$ cat src/rtl/resv_pkg.sv
package resv_pkg;

   typedef enum logic {
      OP_LOAD_RSV   = 1'b0,
      OP_STORE_COND = 1'b1
   } resv_op_e;

   localparam int CR_W     = 4;
   localparam int CR_LT    = 3;
   localparam int CR_GT    = 2;
   localparam int CR_EQ    = 1;
   localparam int CR_SO    = 0;
   localparam int WORD_W   = 32;

endpackage

$ cat src/rtl/resv_ea_calc.sv
module resv_ea_calc #(
   parameter int ADDR_W         = 32,
   parameter bit HONOR_ZERO_REG = 1'b1
) (
   input  logic [ADDR_W-1:0] base_a,
   input  logic              base_a_zero,
   input  logic [ADDR_W-1:0] base_b,
   output logic [ADDR_W-1:0] eff_addr
);

   logic [ADDR_W-1:0] a_term;

   generate
      if (ADDR_W < 8) begin : g_bad_width
         $error("resv_ea_calc: ADDR_W must be at least 8");
      end

      if (HONOR_ZERO_REG) begin : g_zero_reg
         // register zero as an address base reads as a literal zero
         assign a_term = base_a_zero ? '0 : base_a;
      end else begin : g_plain
         logic unused_flag;
         assign unused_flag = base_a_zero;
         assign a_term = base_a;
      end
   endgenerate

   assign eff_addr = a_term + base_b;

endmodule

$ cat src/rtl/resv_state.sv
module resv_state #(
   parameter int ADDR_W  = 32,
   parameter int CHUNK_W = 8
) (
   input  logic              clk,
   input  logic              rst,
   input  logic              arm,
   input  logic              disarm,
   input  logic [ADDR_W-1:0] arm_addr,
   input  logic [ADDR_W-1:0] probe_addr,
   output logic              held,
   output logic [ADDR_W-1:0] held_addr,
   output logic              hit
);

   localparam int NCHUNK = ADDR_W / CHUNK_W;

   logic [NCHUNK-1:0] chunk_eq;

   generate
      if (ADDR_W % CHUNK_W != 0) begin : g_bad_chunk
         $error("resv_state: ADDR_W must be a multiple of CHUNK_W");
      end
      // split the comparator into narrow slices and AND them together
      for (genvar g = 0; g < NCHUNK; g++) begin : g_cmp
         assign chunk_eq[g] = (probe_addr[g*CHUNK_W +: CHUNK_W] ==
                               held_addr[g*CHUNK_W +: CHUNK_W]);
      end
   endgenerate

   assign hit = held & (&chunk_eq);

   always_ff @(posedge clk) begin
      if (rst) begin
         held      <= 1'b0;
         held_addr <= '0;
      end else if (arm) begin
         held      <= 1'b1;
         held_addr <= arm_addr;
      end else if (disarm) begin
         held      <= 1'b0;
      end
   end

endmodule

$ cat src/rtl/resv_resp.sv
module resv_resp
   import resv_pkg::*;
#(
   parameter int DATA_W = 32
) (
   input  logic              clk,
   input  logic              rst,
   input  logic              fire,
   input  logic              is_store,
   input  logic              stored,
   input  logic [DATA_W-1:0] rd_word,
   output logic              done,
   output logic [DATA_W-1:0] load_data,
   output logic              cr_wr_en,
   output logic [CR_W-1:0]   cr_field
);

   logic            was_load;
   logic            ok_q;
   logic [CR_W-1:0] cr_next;

   generate
      for (genvar i = 0; i < CR_W; i++) begin : g_cr
         if (i == CR_EQ) begin : g_eq
            assign cr_next[i] = ok_q;
         end else begin : g_zero
            assign cr_next[i] = 1'b0;
         end
      end
   endgenerate

   always_ff @(posedge clk) begin
      if (rst) begin
         done     <= 1'b0;
         was_load <= 1'b0;
         cr_wr_en <= 1'b0;
         ok_q     <= 1'b0;
      end else begin
         done     <= fire;
         was_load <= fire & ~is_store;
         cr_wr_en <= fire & is_store;
         ok_q     <= fire & is_store & stored;
      end
   end

   assign cr_field  = cr_wr_en ? cr_next : '0;
   assign load_data = was_load ? rd_word : '0;

endmodule

$ cat src/rtl/resv_tracker.sv
module resv_tracker
   import resv_pkg::*;
#(
   parameter int ADDR_W = 32,
   parameter int DATA_W = 32
) (
   input  logic              clk,
   input  logic              rst,
   input  logic              req_valid,
   input  logic              req_op,
   input  logic [ADDR_W-1:0] base_a,
   input  logic              base_a_zero,
   input  logic [ADDR_W-1:0] base_b,
   input  logic [DATA_W-1:0] store_data,
   output logic              mem_rd_en,
   output logic              mem_wr_en,
   output logic [ADDR_W-1:0] mem_addr,
   output logic [DATA_W-1:0] mem_wr_data,
   input  logic [DATA_W-1:0] mem_rd_data,
   output logic              done,
   output logic [DATA_W-1:0] load_data,
   output logic              cr_wr_en,
   output logic [3:0]        cr_field,
   output logic              resv_valid,
   output logic [ADDR_W-1:0] resv_addr
);

   generate
      if (DATA_W != WORD_W) begin : g_bad_data
         $error("resv_tracker: accesses are words, DATA_W must be 32");
      end
   endgenerate

   resv_op_e          op;
   logic              is_lr;
   logic              is_sc;
   logic              hit;
   logic [ADDR_W-1:0] ea;

   assign op    = resv_op_e'(req_op);
   assign is_lr = req_valid & (op == OP_LOAD_RSV);
   assign is_sc = req_valid & (op == OP_STORE_COND);

   resv_ea_calc #(.ADDR_W(ADDR_W), .HONOR_ZERO_REG(1'b1)) ea_i (
      .base_a      (base_a),
      .base_a_zero (base_a_zero),
      .base_b      (base_b),
      .eff_addr    (ea)
   );

   resv_state #(.ADDR_W(ADDR_W), .CHUNK_W(8)) state_i (
      .clk        (clk),
      .rst        (rst),
      .arm        (is_lr),
      .disarm     (is_sc),
      .arm_addr   (ea),
      .probe_addr (ea),
      .held       (resv_valid),
      .held_addr  (resv_addr),
      .hit        (hit)
   );

   assign mem_rd_en   = is_lr;
   assign mem_wr_en   = is_sc & hit;
   assign mem_addr    = ea;
   assign mem_wr_data = store_data;

   resv_resp #(.DATA_W(DATA_W)) resp_i (
      .clk       (clk),
      .rst       (rst),
      .fire      (req_valid),
      .is_store  (is_sc),
      .stored    (mem_wr_en),
      .rd_word   (mem_rd_data),
      .done      (done),
      .load_data (load_data),
      .cr_wr_en  (cr_wr_en),
      .cr_field  (cr_field)
   );

endmodule

$ cat config.mk
export PLATFORM = sky130hd
export DESIGN_NAME = resv_tracker
export DESIGN_NICKNAME = d
export VERILOG_FILES = /design/src/rtl/resv_pkg.sv /design/src/rtl/resv_ea_calc.sv /design/src/rtl/resv_state.sv /design/src/rtl/resv_resp.sv /design/src/rtl/resv_tracker.sv
export SDC_FILE = /design/constraint.sdc
export NUM_CORES = 1
export LEC_CHECK = 0
export ABC_AREA = 0
export ABC_CLOCK_PERIOD_IN_PS = 6500
export BUFFER_PORTS_ARGS = -buffer_cell sky130_fd_sc_hd__buf_4
export CAP_MARGIN = 0
export CORE_MARGIN = 3
export CORE_UTILIZATION = 26
export DETAILED_ROUTE_END_ITERATION = 16
export PLACE_DENSITY = 0.62
export SETUP_SLACK_MARGIN = 0.1
export SYNTH_ARGS = -nofsm -noshare
export SYNTH_HDL_FRONTEND = slang
export SYNTH_SLANG_ARGS = --single-unit
$ cat constraint.sdc
create_clock -name clk -period 6.5 [get_ports clk]
set_clock_uncertainty 0.1 [all_clocks]
set_input_delay 0.325 -clock clk [delete_from_list [all_inputs] [get_ports clk]]
set_output_delay 0.325 -clock clk [all_outputs]
set_load 0.01 [all_outputs]
==> summary.txt, run 1 <==
Floorplan
  • Rows: 47
  • Starting density of the core: a little over a quarter
  • DIE AREA: 0.01902 mm2
  • DIE WIDTH: roughly 140 um
  • Core ar.: 0.01682 mm2
  • Chip height: 137.9 um
  • IO Pins: 270

Drt
  • DRT iter0 DRCs: between 200 and 300
  • Final Routed Wirelength: 16.58 mm
  • Final ANT Viol Nets: 0
  • DRT Pass-1 Iters: 5
  • Number of vias per cell: 4.819
  • DR DRC count: 0
  • Via count: 4708
  • Routed len/inst: 16.97 um

Clock tree
  • Hold Buf Count CTS: 0
  • Clock buffer depth: 2
  • Clk_lat worst skew: 290 ps
  • Post-CTS Resized: 0
  • Post-CTS setup repair buffer count: 0
  • TritonCTS clock tree: done
  • CTS H-tree lvls: 2
  • TritonCTS Buffers: 5
  • Clock net sink count: 37
  • CTS root buffer: clkbuf_16
  • Clock slew at reported path FFs: 60 ps

Yosys
  • XOR/XNOR Fraction of Synth Area: 13.20%
  • Area leader, netlist: dfxtp_1
  • Yosys warns: 0
  • Multiplexer area fraction after synthesis: 0.4703%
  • Yosys cell types: 71
  • Synth Cell Area: 0.004523 mm2
  • Synth Area in Compound Gates: 20.80%
  • Largest family of logic cells by synthesized area: simple AND/OR/NAND/NOR gates
  • Cells after Synth: 613
  • Simple-Gate Fraction of Synth Area: 29.21%
  • Area contributors post-synth: dfxtp_1, ha_1, a21oi_1, nand2_1, xnor2_1
  • Post-synth EDFFs: 0
  • Adder-cell area share of the yosys netlist: a little under a tenth
  • Seq/Total Area, Yosys: 16.38%
  • Seq cells post-synth: 37
  • Most used DFF post-synth: dfxtp_1
  • Top-area cell type share of the netlist area: 16.38%
  • Syn Area/Cell: 7.379 um2
  • FFs w/ async S/R, synth: 0%

Worst setup path
  • CP Data Arrival Time: between 3000 and 4000 ps
  • Crit-path cells: buf_4 -> nor2b_1 -> ha_1 -> fa_1 -> a21o_2 -> a221oi_4 -> o21ai_2 -> a221oi_1 -> o21ai_0 -> xor2_1 -> xnor2_1 -> nand4_1 -> nor4_1 -> buf_4
  • RR Startpoint: state_i.held_addr[9]
  • Reg2reg end: resp_i.ok_q
  • Critical path's slowest cell: a221oi_1
  • R2R Setup Slk: ~3900 ps
  • Crit path kind: in -> out
  • Crit-path max cell delay: 480 ps
  • Crit. End Element: primary output
  • Worst Path Required: 6070 ps
  • Critical path fanouts, max: 32
  • WP buf/inv: 2
  • Startpoint types: input pin
  • Cell mode on critical path: buf_4
  • Cells on worst reg2reg path: 9
  • Cell family with most CP delay: compound AO/OA/AOI/OAI gates

STA
  • Worst-Margin Slew: roughly 820 ps
  • Period minus WS final: ~4400 ps
  • Setup TNS: 0 ps
  • Fin crit share: 67.67%
  • Max Fclk: 227.3 MHz
  • Finish-stage setup viols: 0
  • Worst slew margin: 44.67%
  • Fin. max-slew vios: 0
  • RSZ-0062 raised after global routing: no
  • Hold Vio Cnt, Final: 0
  • Hold_ws: 178.9 ps

Global route
  • Met1 Usage GRT: 22.81%
  • First-pass GRT wire length: 24.28 mm
  • Met2 GRT Util: roughly 26%
  • Vias in the first global route: between 4000 and 5000
  • M3 GR Usage: 2.576%
  • Top Usage Layer GRT: met2
  • Total GRT Usage: 16.31%
  • Largest net degree at the start of global routing: 38
  • Overflow after GRT: 0
  • Initial antenna violation count: 0

Job
  • Max-cap violations: 0

Power
  • Total chip power: approximately 1.0 mW
  • Peak supply drop: between 0.00008 and 0.00009 V
  • Leak pwr: between 2 and 3 nW
  • Pwr/cell area: between 150 and 200 mW/mm2

Outcome
  • Status: finished clean

Finish
  • FILL cells: 1837
  • Most frequent cells in the layout: buf_4, nand2_1, a21oi_1, dfxtp_1
  • # diodes: 0
  • Layout area overhead: 33.33%
  • Layout cell share with drive strength beyond 1: 30.25%
  • Final net count: 921
  • Most common cell after layout, fill and taps aside: buf_4

Worst hold path
  • Hold Crit Start: req_op
  • Cell count of the worst hold path: 3
  • HP Class: in -> reg
  • Endpoint, Worst Hold: resp_i.cr_wr_en

Placed design
  • GP Congestion: 0.9570
  • Post-DP HPWL: 13.49 mm
  • Buffers on Ports: between 200 and 250
## Yosys cell counts, drive strengths merged (3+ instances only)
master	count
nor2b	35
xor2	18
and2	36
nand4	15
nor4b	4
a21oi	68
xnor2	34
dfxtp	37
nor3	14
nand2	85
a211oi	6
and3	6
o21ai	22
a21o	11
nor4	7
nand3	7
xnor3	4
ha	31
o2111ai	3
clkbuf	27
buf	43
nor2	33
o21bai	6
o31ai	4
inv	11
a221oi	5
## power breakdown
group          switching [mW]  leakage [nW]  internal [mW]
registers              0.0180         0.303          0.242
clock network           0.106        0.0696          0.141
logic                   0.286          2.39          0.248
## how the worst max path moves through the flow
stage	start	end	slack, ps	depth (start not counted)
global route	base_a_zero	mem_wr_en	1740	14
floorplan	base_a_zero	mem_wr_en	2400	13
global placement	base_a_zero	mem_wr_en	2060	14
CTS	base_a_zero	mem_wr_en	2040	14
finish	base_a_zero	mem_wr_en	2100	14
detailed placement	base_a_zero	mem_wr_en	2050	14
## flip-flops by register name, summed over array words and instances (netlist names)
register / flops
state_i.held_addr: 32
resp_i.was_load: 1
resp_i.ok_q: 1
resp_i.done: 1
resp_i.cr_wr_en: 1
state_i.held: 1
## metal layers
metal	up-vias	routed length [um]
met3	31	1033
met1	2121	7552
met2	162	7703
met5	-	0
met4	0	289
li1	2394	-
## final cells by class
class	count	area (um2)	share of cell area (%)
Multi-Input combinational cell	497	3299	54.71
Clock buffer	5	125.1	2.075
Timing Repair Buffer	204	1531	25.39
Sequential cell	37	740.7	12.28
Tap cell	220	275.3	4.564
Clock inverter	3	17.52	0.2905
Inverter	11	41.29	0.6846
## stage by stage
step / worst slack [ps] / std cells / util (%) / area, um2
after floorplan: 2402 / 615 / - / 4531
after global placement: 2060 / 969 / 35.01 / 5888
after detailed placement: 2052 / 969 / 35.01 / 5888
after CTS: 2040 / 977 / 35.86 / 6031
after global routing: 1745 / 977 / 35.86 / 6031
final: 2101 / 977 / 35.86 / 6031
## kinds of logic after synthesis
group | after synthesis
AOI/OAI and AO/OA | 147
xor gates and xnor gates | 58
adders and majority gates | 32
buffers and inverters | 81
DFF | 37
muxes | 2
other | 1
and+or+nand+nor | 255
## tightest hold or removal path, cell delays in order
cell	delay, ps
buf_4	90
nand2_1	50
nor2_1	70
(Power assumes the default switching activity.)
==> inputs of run 2 (changes only) <==
--- a/config.mk
+++ b/config.mk
@@ -6,7 +6,7 @@
 export NUM_CORES = 1
 export LEC_CHECK = 0
 export ABC_AREA = 0
-export ABC_CLOCK_PERIOD_IN_PS = 6500
+export ABC_CLOCK_PERIOD_IN_PS = 4200
 export BUFFER_PORTS_ARGS = -buffer_cell sky130_fd_sc_hd__buf_4
 export CAP_MARGIN = 0
 export CORE_MARGIN = 3
==> constraint.sdc (replaced) <==
create_clock -name clk -period 4.2 [get_ports clk]
set_clock_uncertainty 0.1 [all_clocks]
set_input_delay 0.21 -clock clk [delete_from_list [all_inputs] [get_ports clk]]
set_output_delay 0.21 -clock clk [all_outputs]
set_load 0.01 [all_outputs]
==> summary.txt, run 2 (same netlist as run 1, synthesis figures left out) <==
Drt
  • Final Routed Wirelength: approximately 17 mm
  • Via count: 4863
  • Routed len/inst: between 15 and 20 um
  • DRT Pass-1 Iters: 5
  • Final ANT Viol Nets: 0
  • Number of vias per cell: 4.878
  • DRT iter0 DRCs: about 300
  • DR DRC count: 0

Worst setup path
  • Crit. End Element: primary output
  • R2R Setup Slk: roughly 1600 ps
  • Cell family with most CP delay: simple AND/OR/NAND/NOR gates
  • CP Data Arrival Time: 3620 ps
  • Levels on crit path: 15
  • Reg2reg end: resp_i.ok_q
  • Crit path capture: mem_wr_en
  • Crit-path cells: buf_4 -> nor2b_1 -> ha_1 -> fa_1 -> a21o_2 -> a221oi_4 -> buf_12 -> nor3_2 -> o2111ai_2 -> and2b_1 -> xnor3_2 -> nor4_2 -> nand4_1 -> nor4_2 -> buf_4
  • Cells on worst reg2reg path: 9
  • WP buf/inv: 3
  • Worst Path Required: 3890 ps
  • Crit-path max cell delay: 410 ps
  • Crit path kind: in -> out
  • Startpoint types: input pin
  • Critical path fanouts, max: 11
  • RR Startpoint: state_i.held_addr[9]
  • Crit path from: base_a_zero
  • Critical path's slowest cell: fa_1

Placed design
  • GP Congestion: 0.9307
  • Buffers on Ports: just over 200
  • Post-DP HPWL: 13.80 mm
  • DP Area: 0.006028 mm2

Finish
  • Design Area, Final: 0.006272 mm2
  • Most frequent cells in the layout: buf_4, nand2_1, a21oi_1, dfxtp_1
  • Layout cell share with drive strength beyond 1: 32.69%
  • Layout area overhead: 38.67%
  • Max reg flops: 32
  • Final net count: 941
  • Most common cell after layout, fill and taps aside: buf_4
  • Largest reg by FF count: state_i.held_addr
  • # diodes: 0
  • Utilization after layout: between 30% and 40%

Job
  • Max-cap violations: 0

Floorplan
  • Chip height: 137.9 um
  • DIE AREA: 0.01902 mm2
  • Starting density of the core: 26.89%
  • Rows: 47
  • Core ar.: between 0.015 and 0.02 mm2
  • IO Pins: 270
  • DIE WIDTH: 137.9 um

Clock tree
  • TritonCTS Buffers: 5
  • Clock slew at reported path FFs: 60 ps
  • Clk_lat worst skew: 290 ps
  • Clock buffer depth: 2
  • TritonCTS clock tree: done
  • Clock net sink count: 37
  • Hold Buf Count CTS: 0
  • CTS root buffer: clkbuf_16
  • CTS H-tree lvls: 2

STA
  • Hold_ws: ~66 ps
  • Worst slew margin: 20.72%
  • Max Fclk: between 200 and 300 MHz
  • Worst-Margin Slew: about 1200 ps
  • Fin crit share: slightly above 90%
  • Setup TNS: 0 ps
  • Hold Vio Cnt, Final: 0
  • Period minus WS final: 3929 ps
  • RSZ-0062 raised after global routing: no
  • Finish-stage setup viols: 0
  • Fin. max-slew vios: 0

Global route
  • Vias in the first global route: 4617
  • First-pass GRT wire length: 25.07 mm
  • Initial antenna violation count: 0
  • Largest net degree at the start of global routing: 38
  • Total GRT Usage: 16.71%
  • Overflow after GRT: 0

Power
  • Total chip power: 1.724 mW
  • Peak supply drop: 0.0001730 V
  • Pwr/cell area: between 200 and 300 mW/mm2
  • Leak pwr: 2.885 nW

Outcome
  • Status: finished clean

Worst hold path
  • HP Class: in -> reg
  • Cell count of the worst hold path: 2
==> run 2: cell types whose count changed in the layout (fill, tap and decap cells not counted), moves of 2 or more <==
| cell | before | now |
|---|---|---|
| buf_4 | 204 | 222 |
| buf_12 | 0 | 2 |
| nor4_2 | 1 | 3 |
| clkinv_2 | 2 | 0 |
| nor4_1 | 6 | 4 |
==> run 2: power by group <==
| part | internal, mW | switching [mW] | total [mW] |
|---|---|---|---|
| logic | 0.419 | 0.455 | 0.874 |
| clock network | 0.281 | 0.165 | 0.446 |
| registers | 0.375 | 0.0283 | 0.403 |
==> run 2: timing repair <==
action                     4_1_cts  5_1_grt
setup buffers                    0        3
hold endpoints to repair         0        0
gates resized for setup          0        8
setup endpoints to repair        0        1
==> run 2: per-stage QoR <==
stage / setup slack (ps) / cells
final: 271.0 / 997
after global routing: 117.9 / 997
after detailed placement: 177.3 / 986
after floorplan: 331.6 / 615
after global placement: 128.1 / 986
after CTS: 180.2 / 994
==> run 2: final cells by class <==
| type | instances | area [um2] |
|---|---|---|
| Inverter | 11 | 41.29 |
| Clock inverter | 3 | 46.29 |
| Tap cell | 220 | 275.3 |
| Timing Repair Buffer | 224 | 1707 |
| Multi-Input combinational cell | 497 | 3337 |
| Fill cell | 1805 | 10550 |
| Sequential cell | 37 | 740.7 |
| Clock buffer | 5 | 125.1 |
==> run 2: worst min path at each step <==
stage,start,to,slack (ps)
2_1_floorplan,req_valid,resp_i.done,240
3_3_place_gp,store_data[13],mem_wr_data[13],320
3_5_place_dp,store_data[13],mem_wr_data[13],320
4_1_cts,req_valid,resp_i.done,70
5_1_grt,req_valid,resp_i.done,90
6_report,req_valid,resp_i.done,70
==> run 2: per-layer routing <==
metal	vias up	track usage [%]	wire length [um]
met5	-	0	0
met4	0	4.940	325
met3	30	2.177	871
met2	152	26.30	7821
met1	2250	23.82	7876
li1	2431	-	-
